===== src/rtl/sreq_pkg.sv =====
// Shared types for the synchronous strobe pacer.
package sreq_pkg;
    // Transfer sequencing states.
    typedef enum logic [1:0] {
        ST_IDLE = 2'd0,
        ST_RUN  = 2'd1,
        ST_DONE = 2'd2
    } xfer_state_t;
endpackage


===== src/rtl/sreq_cfg_hold.sv =====
// Holds the configuration byte for the duration of a transfer and decodes it.
// Assumes: hold is high from the cycle after the starting edge until the block
// returns to idle, so the byte captured on the starting edge stays in force.
module sreq_cfg_hold #(
    parameter int OFS_W = 4,
    parameter int PER_W = 4,
    parameter int TMR_W = 6
) (
    input  logic                   clk,
    input  logic                   rst_n,
    input  logic                   hold,
    input  logic [OFS_W+PER_W-1:0] cfg_in,
    output logic [OFS_W+PER_W-1:0] cfg_q,
    output logic [OFS_W-1:0]       limit,
    output logic [TMR_W-1:0]       period
);
    localparam int CFG_W = OFS_W + PER_W;

    logic [OFS_W-1:0] ofs_f;
    logic [PER_W-1:0] per_f;

    // Track the input while idle, freeze it while a transfer is in progress.
    always_ff @(posedge clk) begin
        if (!rst_n) begin
            cfg_q <= '0;
        end else if (!hold) begin
            cfg_q <= cfg_in;
        end
    end

    // Decode offset into a credit limit and period code into cycles.
    always_comb begin
        ofs_f  = cfg_q[CFG_W-1:PER_W];
        per_f  = cfg_q[PER_W-1:0];
        limit  = (ofs_f == '0) ? OFS_W'(1) : ofs_f;
        if (per_f == '0) begin
            period = TMR_W'(5);
        end else begin
            period = TMR_W'({per_f, 1'b0}) + TMR_W'(4);
        end
    end
endmodule


===== src/rtl/sreq_pace_timer.sv =====
// Counts down the minimum spacing between two strobes.
// Assumes: period is at least 1; clear forces the timer ready.
module sreq_pace_timer #(
    parameter int TMR_W = 6
) (
    input  logic             clk,
    input  logic             rst_n,
    input  logic             clear,
    input  logic             fire,
    input  logic [TMR_W-1:0] period,
    output logic             ready
);
    logic [TMR_W-1:0] cnt_q;

    // Reload on a strobe, otherwise count down to zero.
    always_ff @(posedge clk) begin
        if (!rst_n || clear) begin
            cnt_q <= '0;
        end else if (fire) begin
            cnt_q <= period - TMR_W'(1);
        end else if (cnt_q != '0) begin
            cnt_q <= cnt_q - TMR_W'(1);
        end
    end

    assign ready = (cnt_q == '0);
endmodule


===== src/rtl/sreq_credit_ctr.sv =====
// Counts strobes not yet acknowledged and reports whether another may go out.
// Assumes: inc never fires when room is low; a decrement at zero is dropped.
module sreq_credit_ctr #(
    parameter int W = 4
) (
    input  logic         clk,
    input  logic         rst_n,
    input  logic         clear,
    input  logic         inc,
    input  logic         dec,
    input  logic [W-1:0] limit,
    output logic [W-1:0] count,
    output logic         room,
    output logic         empty
);
    // Apply strobe and acknowledge events; ignore acknowledges with nothing owed.
    always_ff @(posedge clk) begin
        if (!rst_n || clear) begin
            count <= '0;
        end else if (inc && !dec) begin
            count <= count + W'(1);
        end else if (dec && !inc && count != '0) begin
            count <= count - W'(1);
        end
    end

    assign room  = (count < limit);
    assign empty = (count == '0);
endmodule


===== src/rtl/sync_req_pacer.sv =====
// Top level: sequences one synchronous transfer, issuing one strobe per byte
// subject to the period timer and the outstanding-credit limit.
// Assumes: xfer_en is held high for the whole transfer and dropped to leave done.
module sync_req_pacer
    import sreq_pkg::*;
#(
    parameter int OFS_W = 4,
    parameter int PER_W = 4,
    parameter int CNT_W = 16
) (
    input  logic                   clk,
    input  logic                   rst_n,
    input  logic [OFS_W+PER_W-1:0] xfer_cfg,
    input  logic                   xfer_en,
    input  logic [CNT_W-1:0]       xfer_len,
    input  logic                   ack_pulse,
    output logic                   req_strobe,
    output logic                   xfer_done
);
    localparam int CFG_W = OFS_W + PER_W;
    localparam int TMR_W = $clog2(2 * ((1 << PER_W) + 1) + 1);

    xfer_state_t      state_q;
    logic [CNT_W-1:0] remain_q;
    logic [CFG_W-1:0] cfg_q;
    logic [OFS_W-1:0] cred_limit;
    logic [OFS_W-1:0] credit_cnt;
    logic [TMR_W-1:0] pace_period;
    logic             run_st;
    logic             pace_ready;
    logic             cred_room;
    logic             cred_empty;
    logic             start_x;
    logic             finish_x;

    assign run_st   = (state_q == ST_RUN);
    assign start_x  = (state_q == ST_IDLE) && xfer_en;
    assign finish_x = run_st && xfer_en && (remain_q == '0) && cred_empty;

    sreq_cfg_hold #(
        .OFS_W (OFS_W),
        .PER_W (PER_W),
        .TMR_W (TMR_W)
    ) u_cfg (
        .clk    (clk),
        .rst_n  (rst_n),
        .hold   (state_q != ST_IDLE),
        .cfg_in (xfer_cfg),
        .cfg_q  (cfg_q),
        .limit  (cred_limit),
        .period (pace_period)
    );

    sreq_pace_timer #(
        .TMR_W (TMR_W)
    ) u_pace (
        .clk    (clk),
        .rst_n  (rst_n),
        .clear  (!run_st),
        .fire   (req_strobe),
        .period (pace_period),
        .ready  (pace_ready)
    );

    sreq_credit_ctr #(
        .W (OFS_W)
    ) u_cred (
        .clk   (clk),
        .rst_n (rst_n),
        .clear (!run_st),
        .inc   (req_strobe),
        .dec   (ack_pulse),
        .limit (cred_limit),
        .count (credit_cnt),
        .room  (cred_room),
        .empty (cred_empty)
    );

    // Strobe when running, bytes remain, spacing has elapsed and credit allows.
    always_comb begin
        req_strobe = run_st && (remain_q != '0) && pace_ready && cred_room;
    end

    // Transfer state sequencing: start, abandon, completion and release.
    always_ff @(posedge clk) begin
        if (!rst_n) begin
            state_q <= ST_IDLE;
        end else begin
            unique case (state_q)
                ST_IDLE: if (xfer_en)   state_q <= ST_RUN;
                ST_RUN:  begin
                    if (!xfer_en)       state_q <= ST_IDLE;
                    else if (finish_x)  state_q <= ST_DONE;
                end
                ST_DONE: if (!xfer_en)  state_q <= ST_IDLE;
                default:                state_q <= ST_IDLE;
            endcase
        end
    end

    // Bytes still to be strobed in this transfer.
    always_ff @(posedge clk) begin
        if (!rst_n) begin
            remain_q <= '0;
        end else if (start_x) begin
            remain_q <= xfer_len;
        end else if (req_strobe) begin
            remain_q <= remain_q - CNT_W'(1);
        end
    end

    assign xfer_done = (state_q == ST_DONE);
endmodule


===== config.mk =====
export PLATFORM = sky130hd
export DESIGN_NAME = sync_req_pacer
export DESIGN_NICKNAME = d
export VERILOG_FILES = /design/src/rtl/sreq_pkg.sv /design/src/rtl/sreq_cfg_hold.sv /design/src/rtl/sreq_pace_timer.sv /design/src/rtl/sreq_credit_ctr.sv /design/src/rtl/sync_req_pacer.sv
export SDC_FILE = /design/constraint.sdc
export NUM_CORES = 1
export LEC_CHECK = 0
export ABC_AREA = 1
export BUFFER_PORTS_ARGS = -buffer_cell sky130_fd_sc_hd__buf_2
export CORE_ASPECT_RATIO = 0.5
export CORE_UTILIZATION = 50
export DETAILED_ROUTE_END_ITERATION = 16
export PLACE_DENSITY = 0.71
export REMOVE_ABC_BUFFERS = 1
export SLEW_MARGIN = 20
export SYNTH_ARGS = -nofsm -noshare
export SYNTH_HDL_FRONTEND = slang
export SYNTH_SLANG_ARGS = --single-unit

===== constraint.sdc =====
create_clock -name clk -period 2.8 [get_ports clk]
set_input_delay 0.28 -clock clk [delete_from_list [all_inputs] [get_ports clk]]
set_output_delay 0.28 -clock clk [all_outputs]
set_load 0.02 [all_outputs]

# After elaboration in Yosys (flattened, before gate mapping)
# Index checks and enable logic that the tools add are counted.
dict set report classes {
  add_sub_neg 6
  order_cmp 1
  n_eq_ne 5
  n_mux 13
  n_reduce_logical 29
}
# op count
set op_table {}
lappend op_table {{two-way mux 16 bit} 2}
lappend op_table {{two-way mux 6 bit} 3}
lappend op_table {{zero test 16 bit} 1}
lappend op_table {{nonzero test 16 bit} 1}
lappend op_table {{subtractor 16 x 1 -> 16 bit (second input constant)} 1}
lappend op_table {{zero test 4 bit} 3}
lappend op_table {{two-way mux 4 bit} 3}
lappend op_table {{subtractor 6 x 1 -> 6 bit (second input constant)} 2}
lappend op_table {{logical AND 1 bit} 10}
lappend op_table {{two-way mux 2 bit} 4}
lappend op_table {{nonzero test 2 bit} 4}
lappend op_table {{adder 5 x 3 -> 6 bit (second input constant)} 1}
lappend op_table {{zero test 6 bit} 1}
lappend op_table {{one-hot mux 2 bit (3 select lines)} 1}
lappend op_table {{nonzero test 6 bit} 1}
lappend op_table {{adder 4 x 1 -> 4 bit (second input constant)} 1}
lappend op_table {{zero test 1 bit} 4}
lappend op_table {{< comparator 4 bit} 1}
lappend op_table {{!= test 2 bit (second input constant)} 2}
lappend op_table {{nonzero test 4 bit} 1}
lappend op_table {{subtractor 4 x 1 -> 4 bit (second input constant)} 1}
lappend op_table {{!= test 3 x 2 -> 1 bit (second input constant)} 1}
lappend op_table {{AND reduction 3 bit} 1}
lappend op_table {{== test 2 x 1 -> 1 bit (second input constant)} 1}
lappend op_table {{3 further kinds} 3}
dict set report totals {
  regBits 36
  inputBits 28
  output_inout_bits 2
  word_cells 59
}

# Logic depth before layout (Yosys ltp)
dict set report depth {
  ltp_word 9
  mapped_depth 17
  ltp_nobuf 17
}

# Modules after synthesis
# From an unflattened synthesis, not the netlist that was laid out.
dict set report unflattened {
  cells_unflattened 434
  area_unflattened_um2 2600.0
}
# module n_inst cells_each area_per_inst_um2 seq_area_each_um2
set modules_own_cells {}
lappend modules_own_cells {sync_req_pacer 1 245 1395.1 360.3}
lappend modules_own_cells {sreq_pace_timer 1 74 452.9 120.1}
lappend modules_own_cells {sreq_credit_ctr 1 57 381.6 80.1}
lappend modules_own_cells {sreq_cfg_hold 1 58 370.4 160.2}

# Least setup slack after synthesis
# No wires, ideal clock.
dict set report synth_timing {
  path_kind {reg-to-reg}
  from {register u_cfg.cfg_q[7]}
  to {register u_cred.count[3]}
  setup_ns 0.120
  t_arrival_ns 2.345
  t_required_ns 2.680
  setup_slack_ns 0.335
  path_stages_with_launch 18
  n_path_buf 0
  period_less_slack_ns 2.465
  cell_sequence {dfxtp_1 -> inv_1 -> ha_1 -> nand2_1 -> nand2_1 -> nor3_1 -> nand2_1 -> inv_2 -> nand2_8 -> inv_1 -> nand2_1 -> ha_1 -> a21oi_1 -> nand2_1 -> nand3_1 -> o21ai_1 -> o21ai_0 -> a21oi_1}
}
dict set report synth_between {
  elab_chain_len 8
  elab_cells_between_ends 10
  classes_between {1 x order compare; 2 x mux; 7 x reduce/logical}
}
# item line
set synth_rtl {}
lappend synth_rtl {{from (decl)} sreq_cfg_hold.sv:13} ;# output logic [OFS_W+PER_W-1:0] cfg_q,
lappend synth_rtl {{from (signal assigned)} sreq_cfg_hold.sv:27} ;# cfg_q <= cfg_in;
lappend synth_rtl {{zero test 4 bit} sreq_cfg_hold.sv:35} ;# limit = (ofs_f == '0) ? OFS_W'(1) : ofs_f;
lappend synth_rtl {{two-way mux 4 bit (*)} sreq_cfg_hold.sv:35}
lappend synth_rtl {{< comparator 4 bit (*)} sreq_credit_ctr.sv:27} ;# assign room = (count < limit);
lappend synth_rtl {{logical AND 1 bit (*)} sync_req_pacer.sv:81} ;# req_strobe = run_st && (remain_q != '0) && pace_ready && cred_room;
lappend synth_rtl {{via req_strobe} sync_req_pacer.sv:17} ;# output logic req_strobe,
lappend synth_rtl {{zero test 1 bit} sreq_credit_ctr.sv:22} ;# end else if (dec && !inc && count != '0) begin
lappend synth_rtl {{logical AND 1 bit (2 in a row)} sreq_credit_ctr.sv:22}
lappend synth_rtl {{nonzero test 2 bit (no line)} n/a}
lappend synth_rtl {{to (signal assigned)} sreq_credit_ctr.sv:21} ;# count <= count + W'(1);
lappend synth_rtl {{to (signal assigned)} sreq_credit_ctr.sv:23} ;# count <= count - W'(1);
lappend synth_rtl {{to (decl)} sreq_credit_ctr.sv:12} ;# output logic [W-1:0] count,
# Mark *: on every way through the listed nets, which the timed path passes. The rest lies on a longest branch.
# A chain may end at the register's enable or synchronous reset.

# Final worst setup path
dict set report layout_timing {
  from {register u_cfg.cfg_q[7]}
  to {register u_cred.count[3]}
}
dict set report layout_between {
  elab_chain_len 8
  elab_cells_between_ends 10
  classes_between {1 x order compare; 2 x mux; 7 x reduce/logical}
}
# item line
set layout_rtl {}
lappend layout_rtl {{zero test 4 bit} sreq_cfg_hold.sv:35}
lappend layout_rtl {{two-way mux 4 bit (*)} sreq_cfg_hold.sv:35}
lappend layout_rtl {{< comparator 4 bit (*)} sreq_credit_ctr.sv:27}
lappend layout_rtl {{logical AND 1 bit (*)} sync_req_pacer.sv:81}
lappend layout_rtl {{zero test 1 bit} sreq_credit_ctr.sv:22}
lappend layout_rtl {{logical AND 1 bit (2 in a row)} sreq_credit_ctr.sv:22}
lappend layout_rtl {{nonzero test 2 bit (no line)} n/a}
# Every way passes the cells marked *; elsewhere a longest branch is shown, timed or not.

==> impl_results.md <==
* DP Worst Slack at 0.2385 ns
* Die Ht at 49.54 µm
* Largest net degree at the start of global routing at 23
* RSZ-0062 raised after global routing: false
* Worst endpoint required time at 2.98 ns
* Post-synthesis sequential area ratio at 0.3189
* Hold_sp: xfer_cfg[2]
* Period Utilization, post-route at 0.9034
* Wl on met1 at 2.617 mm
* Max Used Layer: met4
* Critical R2R Launch: u_cfg.cfg_q[7]
* H-tree Lvls at 2
* Crit path capture type: flip-flop
* Slew @ Worst Pin at 0.5519 ns
* Antenna cells at 0
* Detail Route Antenna Nets at 0
* Final setup viols at 0
* Most frequent cells in the layout: nand2_1, inv_1, nor2_1
* First-pass GRT wire length at 8.894 mm
* Core area at 0.004104 mm²
* Mux contribution to synthesized area at 0
* Clk_skew at 0.004234 ns
* Arrival time at the worst endpoint at 2.71 ns
* Worst Path Class, Setup: reg -> reg
* Vias per cell at 5.119
* Total grt overflow at 0
* Slew Limit Fails at 0
* Row cnt at 16
* Synth Area in Simple Gates at 0.3267
* Startpoint Class: flip-flop
* EDFF count, synth at 0
* PortBufs at 29
* Leading cell type in the layout, fill and taps excluded: nand2_1
* CTS tree: built
* Yosys reg bits at 36
* Clk buf depth at 2
* Hold path endpoint: u_cfg.cfg_q[2]
* Initial DRT Pass Iterations at 4
* CP Max Fanout at 9
* Hold Vio Cnt, Final at 0
* Cell Pwr Density at 569.0 mW/mm²
* I/O pin cnt at 30
* Fmax at 395.3 MHz
* Largest family of logic cells by synthesized area: simple AND/OR/NAND/NOR gates
* CTS Buf Count at 5
* GP Congestion at 0.8833
* Share of synthesized flip-flops with an asynchronous set or reset at 0
* Static Leak at 1.229 nW
* Post-Syn Area at 0.002260 mm²
* XOR/XNOR Fraction of Synth Area at 0.02326
* Max_cap viols at 0
* VDD IR max at 0.3191 mV
* Detailed-route via count at 2,201
* Worst Hold Depth at 3
* Outcome: finished clean
* Initial antenna violation count at 0
* Final setup TNS at 0 ns
* DRT iter0 DRCs at 96
* Skew-Pair Late Insertion Delay at 0.29 ns
* Hold WC Path Type: in -> reg
* Routed wl met2 at 2.076 mm
* Routed length per placed instance at 11.67 µm
* Rel. slew slack at 0.6287
* GRT Overall Usage at 0.2277
* Synth top area cells: dfxtp_1, nand2_1, inv_1
* Fin crit period at 2.529 ns
* Top_reg_cell synth: dfxtp_1
* Post-synth top area cell: dfxtp_1
* Die ar. at 0.004808 mm²
* Vias in the first global route at 2,011
* Layout cells sized above 1 at 0.1622
* Compound-Gate Fraction of Synth Area at 0.1766
* Reg2reg setup slack at 0.27 ns
* Area delta synth->final at 12.90%
* Detail Placement HPWL at 3.682 mm
* Worst r2r path cells at 17
* Yosys top cell area share at 0.3189
* CTS root buf: clkbuf_8
* Syn Inst Count at 344
* Die X at 97.07 µm
* Synth Area in Adders at 0.05316
* Worst reg2reg endpoint: u_cred.count[3]
* Avg Inst Size Synth at 6.569 µm²
* Met3 WL at 286 µm
* Synth warn at 0
* DRC errors left at 0
* Utilization after layout at 0.6216
* Final WL at 5.017 mm
* CTS Sinks at 36
* # nets final at 412
* Worst setup margin at 0.2705 ns
* Starting Density at 0.5506
* Count of cell types in the netlist at 32
* Clk slew on worst S/H paths at 0.07 ns
## cells in the mapped netlist (2+ instances only)
master	n
o21ai_0	30
ha_1	8
nand2_2	5
nor4_1	2
nor2_1	46
nor2_2	2
or2_2	2
o21ai_1	5
buf_2	3
dfxtp_1	36
xor2_1	3
nand4_1	5
clkbuf_1	5
nand2_1	64
xnor2_1	3
nand3_2	2
a21oi_1	27
inv_2	3
inv_1	49
nand3_1	17
a31oi_1	9
nand2_4	3
nor2_4	2
nor3_1	5
## worst max-delay path by stage
stage / startpoint / endpoint / slack [ns] / depth (start not counted)
after floorplan: state_q[1] / remain_q[13] / 0.22 / 9
after global placement: u_cred.count[3] / u_cred.count[3] / 0.37 / 16
after CTS: u_cfg.cfg_q[7] / u_cred.count[3] / 0.23 / 17
after detailed placement: u_cfg.cfg_q[7] / u_cred.count[3] / 0.24 / 17
final: u_cfg.cfg_q[7] / u_cred.count[3] / 0.27 / 17
after global routing: u_cfg.cfg_q[7] / u_cred.count[3] / 0.07 / 17
## flip-flops by register name, indices dropped and copies added, names as in the netlist
| signal | count |
|---|---|
| state_q | 2 |
| remain_q | 16 |
| u_pace.cnt_q | 6 |
| u_cfg.cfg_q | 8 |
| u_cred.count | 4 |
## cell families after synthesis
kind of cell	count (synthesis)
AO/OA/AOI/OAI	75
XOR/XNOR	6
adder cells (fa/ha/maj)	9
buffers and inverters	60
flip-flops	36
AND/OR/NAND/NOR	158
## area by class of cell
class / count / area [µm²]
fillers: 397 / 1553
repair buffers: 32 / 167.7
multi-input cells: 248 / 1310
well taps: 54 / 67.56
inverters: 52 / 195.2
flip-flops and latches: 36 / 720.7
clock buffers: 8 / 90.09
## stage by stage
stage,power [mW],area [µm²],hold WS (ns),cells
2_1_floorplan,0.9571,2226,0.4149,336
3_3_place_gp,1.060,2461,0.4542,422
3_5_place_dp,1.068,2461,0.4743,422
4_1_cts,1.456,2551,0.2148,430
5_1_grt,1.563,2551,0.2349,430
6_report,1.452,2551,0.2174,430
## critical path, cell delays in order, from the launching register on
cell and delay [ns]:
dfxtp_1 0.32, inv_1 0.06, ha_1 0.28, nand2_1 0.06, nand2_1 0.07, nor3_1 0.18, nand2_1 0.09, inv_2 0.09
nand2_8 0.09, inv_2 0.10, nand2_1 0.11, ha_1 0.35, a21oi_1 0.15, nand2_1 0.08, nand3_1 0.09, o21ai_1 0.08
o21ai_0 0.15, a21oi_1 0.05
## metal layers
metal | track usage | vias up
li1 | - | 1183
met1 | 0.3237 | 964
met2 | 0.3521 | 48
met3 | 0.05390 | 6
met4 | 0.04726 | 0
met5 | 0 | -
## power by group
part	switching (mW)	internal, mW
Sequential	0.0432	0.558
Clock	0.187	0.201
Combinational	0.294	0.168
Total	0.525	0.927
## what timing repair did
item                       4_1_cts  5_1_grt
setup endpoints to repair        0        1
hold buffers                     0        0
resized for setup                0        1
setup buffers                    0        0
No activity file was read; power rests on OpenSTA's default activity.
